## src/rtl/irq_seq_pkg.sv

```systemverilog
package irq_seq_pkg;
  typedef enum logic [1:0] {
    SQ_IDLE = 2'd0,
    SQ_PUSH = 2'd1,
    SQ_VEC  = 2'd2,
    SQ_POP  = 2'd3
  } sq_state_t;
endpackage

```

## src/rtl/irq_req_latch.sv

```systemverilog
// Sticky request flags: set by a request, cleared when the matching entry begins.
module irq_req_latch #(
  parameter int N = 2
) (
  input  logic         clk,
  input  logic         rst_n,
  input  logic [N-1:0] req,
  input  logic [N-1:0] clr,
  output logic [N-1:0] pend
);
  for (genvar g = 0; g < N; g++) begin : g_flag
    logic flag_q;
    always_ff @(posedge clk) begin
      if (!rst_n) flag_q <= 1'b0;
      else        flag_q <= (flag_q & ~clr[g]) | req[g];
    end
    assign pend[g] = flag_q;
  end
endmodule

```

## src/rtl/irq_take_arb.sv

```systemverilog
// Decides, while idle, whether to start a return, a trap entry or a hardware entry.
module irq_take_arb (
  input  logic idle,
  input  logic insn_done,
  input  logic iret_req,
  input  logic trap_pend,
  input  logic hw_pend,
  input  logic mask,
  output logic go_ret,
  output logic go_trap,
  output logic go_hw
);
  logic boundary;
  assign boundary = idle & insn_done & ~iret_req;
  assign go_ret   = idle & iret_req;
  assign go_trap  = boundary & trap_pend;
  assign go_hw    = boundary & hw_pend & ~trap_pend & ~mask;
endmodule

```

## src/rtl/irq_seq_fsm.sv

```systemverilog
module irq_seq_fsm
  import irq_seq_pkg::*;
#(
  parameter int          DW       = 8,
  parameter int          AW       = 16,
  parameter int          I_BIT    = 3,
  parameter logic [15:0] SP_RESET = 16'h01FF,
  parameter logic [15:0] TRAP_VEC = 16'hFFFC,
  parameter logic [15:0] HW_VEC   = 16'hFFFE
) (
  input  logic          clk,
  input  logic          rst_n,
  input  logic          go_trap,
  input  logic          go_hw,
  input  logic          go_ret,
  input  logic [AW-1:0] pc_i,
  input  logic [DW-1:0] x_i,
  input  logic [DW-1:0] a_i,
  input  logic [DW-1:0] cc_i,
  input  logic [DW-1:0] mem_rdata,
  output logic          mem_we,
  output logic          mem_re,
  output logic [AW-1:0] mem_addr,
  output logic [DW-1:0] mem_wdata,
  output logic [AW-1:0] sp_o,
  output logic          idle,
  output logic          pc_ld,
  output logic [AW-1:0] pc_o,
  output logic          x_ld,
  output logic [DW-1:0] x_o,
  output logic          a_ld,
  output logic [DW-1:0] a_o,
  output logic          cc_ld,
  output logic [DW-1:0] cc_o
);
  localparam int PCB = AW / DW;      // bytes in the program counter
  localparam int CTX = PCB + 3;      // PC bytes, X, A, CC
  localparam int CW  = $clog2(CTX);
  localparam logic [DW-1:0] IMASK = DW'(1) << I_BIT;

  // Push slot k: PC bytes low first, then X, A, CC.
  function automatic logic [DW-1:0] ctx_byte(int k, logic [AW-1:0] pc,
                                             logic [DW-1:0] x, logic [DW-1:0] a,
                                             logic [DW-1:0] cc);
    if (k < PCB)          return pc[k*DW +: DW];
    else if (k == PCB)    return x;
    else if (k == PCB+1)  return a;
    else                  return cc;
  endfunction

  function automatic logic [AW-1:0] put_byte(logic [AW-1:0] w, int pos, logic [DW-1:0] b);
    logic [AW-1:0] r;
    r = w;
    if (pos >= 0 && pos < PCB) r[pos*DW +: DW] = b;
    return r;
  endfunction

  sq_state_t     st;
  logic [CW-1:0] cnt;
  logic [AW-1:0] sp, acc, snap_pc;
  logic [DW-1:0] snap_x, snap_a, snap_cc;
  logic          is_trap;
  logic [AW-1:0] vbase, merged;
  int            ci, pos;

  assign ci     = int'(cnt);
  assign vbase  = is_trap ? TRAP_VEC[AW-1:0] : HW_VEC[AW-1:0];
  assign pos    = (st == SQ_VEC) ? (PCB - 1 - ci) : (CTX - 1 - ci);
  assign merged = put_byte(acc, pos, mem_rdata);
  assign sp_o   = sp;
  assign idle   = (st == SQ_IDLE);

  always_comb begin
    mem_we    = 1'b0;
    mem_re    = 1'b0;
    mem_addr  = sp;
    mem_wdata = ctx_byte(ci, snap_pc, snap_x, snap_a, snap_cc);
    pc_ld     = 1'b0;
    x_ld      = 1'b0;
    a_ld      = 1'b0;
    cc_ld     = 1'b0;
    pc_o      = merged;
    x_o       = mem_rdata;
    a_o       = mem_rdata;
    cc_o      = mem_rdata;
    case (st)
      SQ_PUSH: mem_we = 1'b1;
      SQ_VEC: begin
        mem_re   = 1'b1;
        mem_addr = vbase + AW'(cnt);
        cc_ld    = (ci == 0);
        cc_o     = snap_cc | IMASK;
        pc_ld    = (ci == PCB - 1);
      end
      SQ_POP: begin
        mem_re   = 1'b1;
        mem_addr = sp + AW'(1);
        cc_ld    = (pos == CTX - 1);
        a_ld     = (pos == PCB + 1);
        x_ld     = (pos == PCB);
        pc_ld    = (pos == 0);
      end
      default: ;
    endcase
  end

  always_ff @(posedge clk) begin
    if (!rst_n) begin
      st      <= SQ_IDLE;
      cnt     <= '0;
      sp      <= SP_RESET[AW-1:0];
      acc     <= '0;
      snap_pc <= '0;
      snap_x  <= '0;
      snap_a  <= '0;
      snap_cc <= '0;
      is_trap <= 1'b0;
    end else begin
      case (st)
        SQ_IDLE: begin
          cnt <= '0;
          if (go_ret) begin
            st <= SQ_POP;
          end else if (go_trap || go_hw) begin
            st      <= SQ_PUSH;
            is_trap <= go_trap;
            snap_pc <= pc_i;
            snap_x  <= x_i;
            snap_a  <= a_i;
            snap_cc <= cc_i;
          end
        end
        SQ_PUSH: begin
          sp <= sp - AW'(1);
          if (ci == CTX - 1) begin
            st  <= SQ_VEC;
            cnt <= '0;
          end else cnt <= cnt + CW'(1);
        end
        SQ_VEC: begin
          acc <= merged;
          if (ci == PCB - 1) st <= SQ_IDLE;
          else cnt <= cnt + CW'(1);
        end
        SQ_POP: begin
          sp  <= sp + AW'(1);
          acc <= merged;
          if (ci == CTX - 1) st <= SQ_IDLE;
          else cnt <= cnt + CW'(1);
        end
        default: st <= SQ_IDLE;
      endcase
    end
  end
endmodule

```

## src/rtl/irq_ctx_seq.sv

```systemverilog
module irq_ctx_seq #(
  parameter int          DW       = 8,
  parameter int          AW       = 16,
  parameter int          I_BIT    = 3,
  parameter logic [15:0] SP_RESET = 16'h01FF,
  parameter logic [15:0] TRAP_VEC = 16'hFFFC,
  parameter logic [15:0] HW_VEC   = 16'hFFFE
) (
  input  logic          clk,
  input  logic          rst_n,
  input  logic          insn_done,
  input  logic          hw_irq,
  input  logic          trap_req,
  input  logic          iret_req,
  input  logic [AW-1:0] pc_i,
  input  logic [DW-1:0] x_i,
  input  logic [DW-1:0] a_i,
  input  logic [DW-1:0] cc_i,
  input  logic [DW-1:0] mem_rdata,
  output logic          mem_we,
  output logic          mem_re,
  output logic [AW-1:0] mem_addr,
  output logic [DW-1:0] mem_wdata,
  output logic          busy,
  output logic [AW-1:0] sp_o,
  output logic          pc_ld,
  output logic [AW-1:0] pc_o,
  output logic          x_ld,
  output logic [DW-1:0] x_o,
  output logic          a_ld,
  output logic [DW-1:0] a_o,
  output logic          cc_ld,
  output logic [DW-1:0] cc_o
);
  // Named internal events, also observed by the checker.
  logic       idle, go_ret, go_trap, go_hw;
  logic [1:0] pend;
  logic       trap_pend, hw_pend;

  assign trap_pend = pend[1];
  assign hw_pend   = pend[0];
  assign busy      = ~idle;

  irq_req_latch #(.N(2)) u_latch (
    .clk  (clk),
    .rst_n(rst_n),
    .req  ({trap_req, hw_irq}),
    .clr  ({go_trap, go_hw}),
    .pend (pend)
  );

  irq_take_arb u_arb (
    .idle     (idle),
    .insn_done(insn_done),
    .iret_req (iret_req),
    .trap_pend(trap_pend),
    .hw_pend  (hw_pend),
    .mask     (cc_i[I_BIT]),
    .go_ret   (go_ret),
    .go_trap  (go_trap),
    .go_hw    (go_hw)
  );

  irq_seq_fsm #(
    .DW(DW), .AW(AW), .I_BIT(I_BIT),
    .SP_RESET(SP_RESET), .TRAP_VEC(TRAP_VEC), .HW_VEC(HW_VEC)
  ) u_fsm (
    .clk      (clk),
    .rst_n    (rst_n),
    .go_trap  (go_trap),
    .go_hw    (go_hw),
    .go_ret   (go_ret),
    .pc_i     (pc_i),
    .x_i      (x_i),
    .a_i      (a_i),
    .cc_i     (cc_i),
    .mem_rdata(mem_rdata),
    .mem_we   (mem_we),
    .mem_re   (mem_re),
    .mem_addr (mem_addr),
    .mem_wdata(mem_wdata),
    .sp_o     (sp_o),
    .idle     (idle),
    .pc_ld    (pc_ld),
    .pc_o     (pc_o),
    .x_ld     (x_ld),
    .x_o      (x_o),
    .a_ld     (a_ld),
    .a_o      (a_o),
    .cc_ld    (cc_ld),
    .cc_o     (cc_o)
  );
endmodule

```

## config.mk

```make
export PLATFORM = sky130hd
export DESIGN_NAME = irq_ctx_seq
export DESIGN_NICKNAME = d
export VERILOG_FILES = /design/src/rtl/irq_seq_pkg.sv /design/src/rtl/irq_req_latch.sv /design/src/rtl/irq_take_arb.sv /design/src/rtl/irq_seq_fsm.sv /design/src/rtl/irq_ctx_seq.sv
export SDC_FILE = /design/constraint.sdc
export NUM_CORES = 1
export LEC_CHECK = 0
export BUFFER_PORTS_ARGS = -buffer_cell sky130_fd_sc_hd__buf_2
export CAP_MARGIN = 20
export CORE_UTILIZATION = 40
export DETAILED_ROUTE_END_ITERATION = 7
export GPL_TIMING_DRIVEN = 0
export HOLD_SLACK_MARGIN = 0.02
export PLACE_DENSITY_LB_ADDON = 0.25
export SKIP_CTS_REPAIR_TIMING = 1
export SLEW_MARGIN = 15
export SYNTH_ARGS = -nofsm -noshare
export SYNTH_HDL_FRONTEND = slang
export SYNTH_SLANG_ARGS = --single-unit
```

## constraint.sdc

```tcl
create_clock -name clk -period 5.3 [get_ports clk]
set_input_delay 0.265 -clock clk [delete_from_list [all_inputs] [get_ports clk]]
set_output_delay 0.265 -clock clk [all_outputs]
set_load 0.02 [all_outputs]
```

After elaboration in Yosys (flattened, before gate mapping)
Cells that the tools add are included.
{ "word_totals": {"reg_bits": 80, "output_inout_bits": 87} }
{ "classes": {"add_sub_neg": 7, "n_lt_le_gt_ge": 3, "eq_ne": 16, "shifts": 3, "muxes": 26, "n_bitwise": 18, "reduce_logical": 10} }
{ "op_table": {"columns": ["op", "count"], "rows": [
  ["32-bit by 3-bit equality test with 1-bit output (second input constant)", 2],
  ["32-bit logical NOT", 2],
  ["16-bit case mux with 2 select lines", 2],
  ["32-bit negation with 33-bit output", 1],
  ["8-bit by 33-bit variable shift with 16-bit output (first input constant)", 1],
  ["8-bit by 33-bit indexed part select with 16-bit output", 1],
  ["32-bit by 4-bit equality test with 1-bit output (second input constant)", 1],
  ["32-bit by 1-bit >= comparator with 1-bit output (second input constant)", 1],
  ["32-bit by 3-bit less-than comparator with 1-bit output (second input constant)", 1],
  ["32-bit two-way mux", 1],
  ["8-bit two-way mux", 4],
  ["16-bit by 1-bit adder with 16-bit output (second input constant)", 1],
  ["16-bit by 3-bit adder with 16-bit output", 1],
  ["16-bit bitwise mux", 1],
  ["16-bit two-way mux", 1],
  ["16-bit by 7-bit indexed part select with 8-bit output", 1],
  ["16-bit by 1-bit subtractor with 16-bit output (second input constant)", 1],
  ["2-bit two-way mux", 6],
  ["3-bit case mux with 4 select lines", 1],
  ["1-bit AND", 9],
  ["3-bit equality test (second input constant)", 3],
  ["3-bit two-way mux", 3],
  ["2-bit case mux with 4 select lines", 1],
  ["1-bit NOT", 7],
  ["other kinds (21)", 30]
]} }

Depth between registers and ports, before layout
Gate-level depths: netlist of the first run.
{ "depth": {"word_depth": 10, "ltp_mapped": 16, "depth_no_buf": 14} }

By module
Synthesis of the first run repeated with hierarchy kept, for this count alone.
{ "hier_totals": {"cells_unflattened": 664, "area_unflattened_um2": 5205.0} }
{ "by_module_without_submodules": {"columns": ["mod", "instances", "cells_each", "area_per_inst_um2", "seq_area_each_um2"], "rows": [
  ["irq_seq_fsm", 1, 650, 5053.6, 1561.5],
  ["irq_req_latch", 1, 8, 97.6, 40.0],
  ["irq_take_arb", 1, 5, 50.0, 0.0],
  ["irq_ctx_seq", 1, 1, 3.8, 0.0]
]} }

Worst setup path after synthesis of the first run
Ideal clock, no wire load.
{ "synth_path": {"kind": "register to output", "from": "reg u_fsm.cnt[0]", "to": "out pc_o[0]", "t_arrival_ps": 4120, "t_required_ps": 5035, "path_slack_ps": 915, "path_stages_with_launch": 16, "path_cell_list": "dfxtp_1 > buf_1 > inv_1 > ha_1 > ha_1 > a31oi_1 > or2_2 > buf_2 > inv_1 > nand2_1 > ha_1 > nor4b_1 > and3_1 > nand3_1 > a2111oi_4 > mux2i_1"} }
{ "synth_via": {"elab_chain_cells": 6} }
{ "synth_lines": {"columns": ["item", "line_no", "source"], "rows": [
  ["from (decl)", "irq_seq_fsm.sv:59", "logic [CW-1:0] cnt;"],
  ["from (signal assigned)", "irq_seq_fsm.sv:138", "end else cnt <= cnt + CW'(1);"],
  ["from (signal assigned)", "irq_seq_fsm.sv:143", "else cnt <= cnt + CW'(1);"],
  ["from (signal assigned)", "irq_seq_fsm.sv:149", "else cnt <= cnt + CW'(1);"],
  ["3-bit by 3-bit subtractor with 4-bit output or 1-bit by 3-bit subtractor with 4-bit output (tied branches)", "irq_seq_fsm.sv:68", "assign pos = (st == SQ_VEC) ? (PCB - 1 - ci) : (CTX - 1 - ci);"],
  ["32-bit two-way mux (*)", "irq_seq_fsm.sv:68", null],
  ["32-bit negation with 33-bit output", "irq_seq_fsm.sv:54", "if (pos >= 0 && pos < PCB) r[pos*DW +: DW] = b;"],
  ["8-bit by 33-bit indexed part select with 16-bit output or 8-bit by 33-bit variable shift with 16-bit output (tied branches)", "irq_seq_fsm.sv:54", null],
  ["16-bit bitwise mux", "irq_seq_fsm.sv:54", null],
  ["16-bit two-way mux (*)", "irq_seq_fsm.sv:54", null],
  ["to (decl)", "irq_ctx_seq.sv:27", "output logic [AW-1:0] pc_o,"]
]} }
Every way passes the cells marked *; elsewhere a longest branch is shown, timed or not.

Final worst setup path of the first run
{ "layout_path": {"from": "reg u_fsm.cnt[0]", "to": "out pc_o[14]"} }
The elaborated chain is that of the path after synthesis.

==> results of run 1 <==
-- through the flow --
stage	setup WS [ns]	hold WS [ns]	util, %
CTS	-0.1062	0.1269	50.11
floorplan	0.9151	0.3889	-
global placement	0.3040	0.4445	47.92
global route	0.01331	0.1373	50.24
detailed placement	0.2934	0.4524	47.92
finish	0.3463	0.1350	50.24
-- worst reg2reg max path, cell delays in order (launching register included) --
cell	delay [ns]
dfxtp_1	0.52
clkbuf_2	0.37
inv_1	0.12
ha_1	0.24
ha_1	0.38
a31oi_1	0.15
or2_2	0.29
buf_2	0.17
ha_1	0.28
nand4b_1	0.18
nor3_1	0.22
o21ai_0	0.30
a2111oi_4	0.83
mux2i_1	0.26
-- logic make-up (layout without fill, tap and decap cells) --
| family | Yosys count | in the layout | share of synthesized area, % |
|---|---|---|---|
| AOI/OAI and AO/OA | 158 | 158 | 20.25 |
| xor gates and xnor gates | 13 | 13 | 2.087 |
| adders and majority gates | 22 | 22 | 5.046 |
| buffers and inverters | 104 | 261 | 8.441 |
| DFF | 80 | 80 | 29.36 |
| muxes | 52 | 52 | 9.564 |
| and+or+nand+nor | 289 | 289 | 25.25 |
-- area by class of cell --
cell class | count | area share [%]
sequential | 80 | 23.98
buffer | 76 | 5.339
tap | 176 | 3.297
clock inverter | 6 | 0.7868
timing repair buffer | 141 | 10.64
inverter | 28 | 1.574
multi-input combinational | 534 | 50.81
clock buffer | 10 | 3.578
-- sequential cells by signal, indices dropped and copies added (netlist names) --
register	flops
u_fsm.cnt	3
u_fsm.is_trap	1
u_fsm.snap_pc	16
u_fsm.acc	16
u_fsm.st	2
u_fsm.sp_o	16
u_fsm.snap_a	8
u_fsm.snap_x	8
u_latch.g_flag.flag_q	2
u_fsm.snap_cc	8
-- final timing paths --
path                               to     startpoint  slack [ns]
max                          pc_o[14]   u_fsm.cnt[0]        0.35
min          u_latch.g_flag[0].flag_q         hw_irq        0.13
max reg2reg              u_fsm.acc[6]   u_fsm.cnt[0]        0.91
min reg2reg             u_fsm.acc[13]  u_fsm.acc[13]        0.46
-- layout by cell type, fill, tap and decap left out, types with 3 or more instances in the layout --
cell type  synthesis  final
clkbuf_1          44     44
ha_1              22     22
inv_1             28     28
a21boi_0          45     45
and4_1             5      5
o211a_1            3      3
nand2_1          160    160
xnor2_1            7      7
a21o_1             4      4
buf_4             16     18
mux2i_1           51     51
clkbuf_16          0      9
clkbuf_2           2      3
nand3b_1           5      5
buf_2              6    145
and3_1             7      7
nand3_1           30     30
o32ai_1            4      4
o211ai_1           3      3
o22ai_1            9      9
nand4_1           13     13
nor2b_1           11     11
a21oi_1           30     30
and2_1             5      5
nor2_1            23     23
a21bo_2            7      7
buf_1              8      7
o21ai_0           32     32
nand2b_1          10     10
or4_4              3      3
xor2_1             6      6
dfxtp_1           80     80
-- cell usage after synthesis, types with 4 or more instances --
cell | count | area, um^2
a21oi_1 | 30 | 150.1
nand2b_1 | 10 | 62.56
a21boi_0 | 45 | 337.8
buf_2 | 6 | 30.03
nor2_1 | 23 | 86.33
ha_1 | 22 | 275.3
o22ai_1 | 9 | 56.30
xor2_1 | 6 | 52.55
clkbuf_1 | 44 | 165.2
nor2b_1 | 11 | 68.82
buf_1 | 8 | 30.03
xnor2_1 | 7 | 61.31
o21ai_0 | 32 | 160.2
and3_1 | 7 | 43.79
mux2i_1 | 51 | 510.5
nand3b_1 | 5 | 37.54
nand4_1 | 13 | 81.33
o32ai_1 | 4 | 35.03
inv_1 | 28 | 105.1
nand3_1 | 30 | 150.1
dfxtp_1 | 80 | 1602
and4_1 | 5 | 43.79
nand2_1 | 160 | 600.6
buf_4 | 16 | 120.1
a21bo_2 | 7 | 70.07
and2_1 | 5 | 31.28
a21o_1 | 4 | 30.03
-- metal layers --
metal	wire length, um	vias to the layer above	part of all wire, %	GRT usage (%)
li1	-	2754	-	-
met1	7192	2468	48	29.14
met2	7131	126	47	36.92
met3	579	12	3.8	2.751
met4	175	0	1.2	6.487
met5	0	-	0	0
-- power breakdown --
part           switching (mW)  total, mW  leakage [nW]  internal (mW)
Sequential             0.0196      0.641         0.648          0.621
Clock                   0.279      0.616         0.137          0.337
Combinational           0.362      0.563          2.01          0.201
Total                   0.660       1.82          2.80           1.16
==> impl_metrics.json, run 1 <==
{
  "maxSlewHeadroom_pct": 48.18,
  "maxCapViolCount": 0,
  "first_global_vias": 4940,
  "path_buf_inv": 4,
  "vias_per_cell": 5.100,
  "drive_above_1_share_pct": 23.43,
  "clock_latency_ns": 0.34,
  "wire_per_inst_um": 14.35,
  "cp-start-kind": "flip-flop",
  "gp_congestion": 0.8513,
  "cts_tree": "done",
  "area_growth_pct": 22.43,
  "crit_top_cell": "ha_1",
  "fp-row-count": 42,
  "cts_buffers": 9,
  "crit_path_top_delay_cell": "a21boi_1",
  "groute.usage.overall_pct": 21.94,
  "setup_tns_ns": 0,
  "syn-num-nets": 794,
  "grt-ovfl-total": 0,
  "layout.cells.non_filler": 1051,
  "ant_nets": 0,
  "die_width_um": 118.8,
  "ys_types": 61,
  "cp.depth": 14,
  "hold_path.class": "in -> reg",
  "fin_skew_ns": 0.005309,
  "crit_path_end_kind": "output pin",
  "num-nets-final": 946,
  "syn_inst": 718,
  "grt_pass1_wl_mm": 24.82,
  "fmax_mhz": 201.9,
  "via_count": 5360,
  "portBuffers": 139,
  "grt_antenna_before_repair": 0,
  "post-route-period-util_pct": 93.47,
  "worst-setup-path-type": "reg -> out",
  "cts_num_sinks": 80,
  "synth-seq-area-share_pct": 29.36,
  "clockBufferDepth": 2,
  "dp.cells": 1033,
  "synthFlopType": "dfxtp_1",
  "regArea_mm2": 0.001602,
  "worstRegToRegCells": 13,
  "hpwl_mm": 11.22,
  "leakage_nw": 2.795,
  "drc": 0,
  "worst_pin_slew_ns": 0.7772,
  "synth-edff-count": 0,
  "drt-total-wl_mm": 15.08,
  "outcome": "completed",
  "first_pass_iters": 4,
  "critPathMaxStageDelay_ns": 0.57,
  "ios": 141,
  "cp.required_ns": 5.04,
  "initial_core_util_pct": 41.03,
  "place_area_mm2": 0.006371,
  "yosysWarnings": 0,
  "die_area_mm2": 0.01411,
  "crit_chain": "clkbuf_2 -> inv_1 -> ha_1 -> ha_1 -> a31oi_1 -> or2_2 -> buf_2 -> ha_1 -> nand4b_1 -> nor3_1 -> a21boi_1 -> o21ai_1 -> mux2_2 -> buf_2",
  "cp_top_family": "compound AO/OA/AOI/OAI gates",
  "htreeDepth": 3,
  "period_needed_ns": 4.954,
  "clk_pin_slew_ns": 0.06,
  "antennaDiodeCount": 0,
  "cts-root-buf": "clkbuf_16",
  "synth_area_per_cell_um2": 7.598,
  "syn_area_mm2": 0.005455,
  "stdcell_area_mm2": 0.006679,
  "multi_input_area_mm2": 0.003393,
  "coreArea_mm2": 0.01330,
  "finalSetupViolCount": 0,
  "hold_violations": 0,
  "path_max_fanout": 10,
  "die_y_um": 118.8,
  "p_per_area_mw_per_mm2": 272.5,
  "synth_seq_cells": 80,
  "rsz0062_at_grt": "false",
  "total_power_mw": 1.820,
  "drt_iter0_drc": 255,
  "nFillCells": 1364,
  "grt_start_max_net_pins": 16,
  "peakVddDrop_v": 0.0001476,
  "finalMaxSlewViolations": 0,
  "cp.arrival_ns": 4.69,
  "async_flop_share_pct": 0,
  "hold_path_depth": 2
}
Note: power is estimated with default switching activity, not from simulation.
==> run 2, diff against run 1 <==
--- a/config.mk
+++ b/config.mk
@@ -6,8 +6,8 @@
 export NUM_CORES = 1
 export LEC_CHECK = 0
 export BUFFER_PORTS_ARGS = -buffer_cell sky130_fd_sc_hd__buf_2
-export CAP_MARGIN = 20
 export CORE_UTILIZATION = 40
+export CTS_BUF_LIST = sky130_fd_sc_hd__clkbuf_16
 export DETAILED_ROUTE_END_ITERATION = 7
 export GPL_TIMING_DRIVEN = 0
 export HOLD_SLACK_MARGIN = 0.02
==> run 2 against run 1 <==
  * Global-route usage about the same
  * Non-clock buffer count unchanged
  * Via count down 0.43%
  * Register-to-register slack better by 0.02 ns
  * First-iteration DRC count up 0.39%
  * Count of clock-buffer cells in the layout down 1
  * Core utilization down 0.075 points
  * Worst setup slack better by 0.030 ns
  * Hold slack about the same
  * Critical path type unchanged
  * Largest cell class unchanged
  * Highest routed layer unchanged
==> impl_metrics.json, run 2 (synthesized netlist as in run 1, its figures left out) <==
{
  "outcome": "completed",
  "antennaDiodeCount": 0,
  "first_pass_iters": 5,
  "vias_per_cell": 5.078,
  "grt-ovfl-total": 0,
  "clockBufferDepth": 2,
  "p_per_area_mw_per_mm2": 270.4,
  "hpwl_mm": 11.22,
  "final_common_cell": "nand2_1",
  "rsz0062_at_grt": "false",
  "cts_buffers": 9,
  "coreArea_mm2": 0.01330,
  "drc": 0,
  "leakage_nw": 2.790,
  "die_width_um": 118.8,
  "finalMaxSlewViolations": 0,
  "cts_tree": "done",
  "first_global_vias": 4937,
  "via_count": 5337,
  "post-route-period-util_pct": 92.91,
  "finalSetupViolCount": 0,
  "dp.cells": 1033,
  "maxCapViolCount": 0,
  "grt_antenna_before_repair": 0,
  "groute.usage.overall_pct": 21.93,
  "worst-setup-path-type": "reg -> out",
  "portBuffers": 139,
  "clock_latency_ns": 0.34,
  "num-nets-final": 946,
  "fp-row-count": 42,
  "drt_iter0_drc": 256,
  "die_area_mm2": 0.01411,
  "maxSlewHeadroom_pct": 47.95,
  "ant_nets": 0,
  "hold_violations": 0,
  "htreeDepth": 3,
  "clk_pin_slew_ns": 0.07,
  "cp.arrival_ns": 4.66,
  "period_needed_ns": 4.924,
  "cp-start-kind": "flip-flop",
  "crit_path_end_kind": "output pin",
  "cts-root-buf": "clkbuf_16",
  "path_max_fanout": 10,
  "worst_pin_slew_ns": 0.7807,
  "grt_start_max_net_pins": 16,
  "setup_tns_ns": 0,
  "cts_num_sinks": 80,
  "wire_per_inst_um": 14.35,
  "peakVddDrop_v": 0.0001477,
  "gp_congestion": 0.8513,
  "fin_skew_ns": 0.004304,
  "area_growth_pct": 22.25,
  "worstRegToRegCells": 13,
  "hold_path.class": "in -> reg",
  "final_cell_mix": "160 x nand2_1, 145 x buf_2, 80 x dfxtp_1",
  "layout.cells.non_filler": 1051,
  "grt_pass1_wl_mm": 24.81,
  "initial_core_util_pct": 41.03,
  "fmax_mhz": 203.1,
  "hold_path_depth": 2,
  "ios": 141,
  "drive_above_1_share_pct": 23.31,
  "die_y_um": 118.8,
  "drt-total-wl_mm": 15.08,
  "cp.required_ns": 5.04
}
==> run 2: power by group <==
| part | total [mW] | internal [mW] | switching, mW | leakage (nW) |
|---|---|---|---|---|
| Sequential | 0.641 | 0.622 | 0.0193 | 0.648 |
| Combinational | 0.563 | 0.201 | 0.362 | 2.01 |
| Clock | 0.599 | 0.322 | 0.277 | 0.132 |
==> run 2: metal layers <==
| layer | track usage, % | share of wire, % |
|---|---|---|
| met3 | 2.751 | 4.1 |
| met5 | 0 | 0 |
| met1 | 29.14 | 48 |
| met4 | 6.487 | 1.2 |
| met2 | 36.88 | 47 |
==> run 2: final cells by class <==
cell class / instances / area [um^2]
inverter: 28 / 105.1
clock buffer: 9 / 225.2
timing repair buffer: 141 / 710.7
sequential: 80 / 1602
clock inverter: 7 / 56.30
multi-input combinational: 534 / 3393
fill: 1368 / 6626
tap: 176 / 220.2
buffer: 76 / 356.6
==> run 2: worst max-delay path, stage by stage, from the launching register on <==
cell and delay, ns:
dfxtp_1 0.50, clkbuf_2 0.37, inv_1 0.12, ha_1 0.24, ha_1 0.38, a31oi_1 0.15, or2_2 0.29, buf_2 0.17
ha_1 0.28, nand4b_1 0.18, nor3_1 0.22, a21boi_1 0.57, o21ai_1 0.33, mux2_2 0.35, buf_2 0.16
==> run 2: worst paths after layout <==
| kind | from | to | slack, ns |
|---|---|---|---|
| max reg2reg | u_fsm.cnt[0] | u_fsm.acc[6] | 0.93 |
| max | u_fsm.cnt[0] | pc_o[14] | 0.38 |
| min reg2reg | u_fsm.acc[13] | u_fsm.acc[13] | 0.46 |
| min | hw_irq | u_latch.g_flag[0].flag_q | 0.13 |
==> run 2: through the flow <==
stage          hold WS (ns)  setup WS (ns)  total power [mW]  cell area, um^2  utilization, %
2_1_floorplan        0.3889         0.9151             1.051             5455               -
3_3_place_gp         0.4445         0.3040             1.209             6371           47.92
3_5_place_dp         0.4524         0.2934             1.212             6371           47.92
4_1_cts              0.1269        -0.1062             1.812             6653           50.04
5_1_grt              0.1373        0.01331             1.899             6669           50.16
6_report             0.1346         0.3759             1.803             6669           50.16
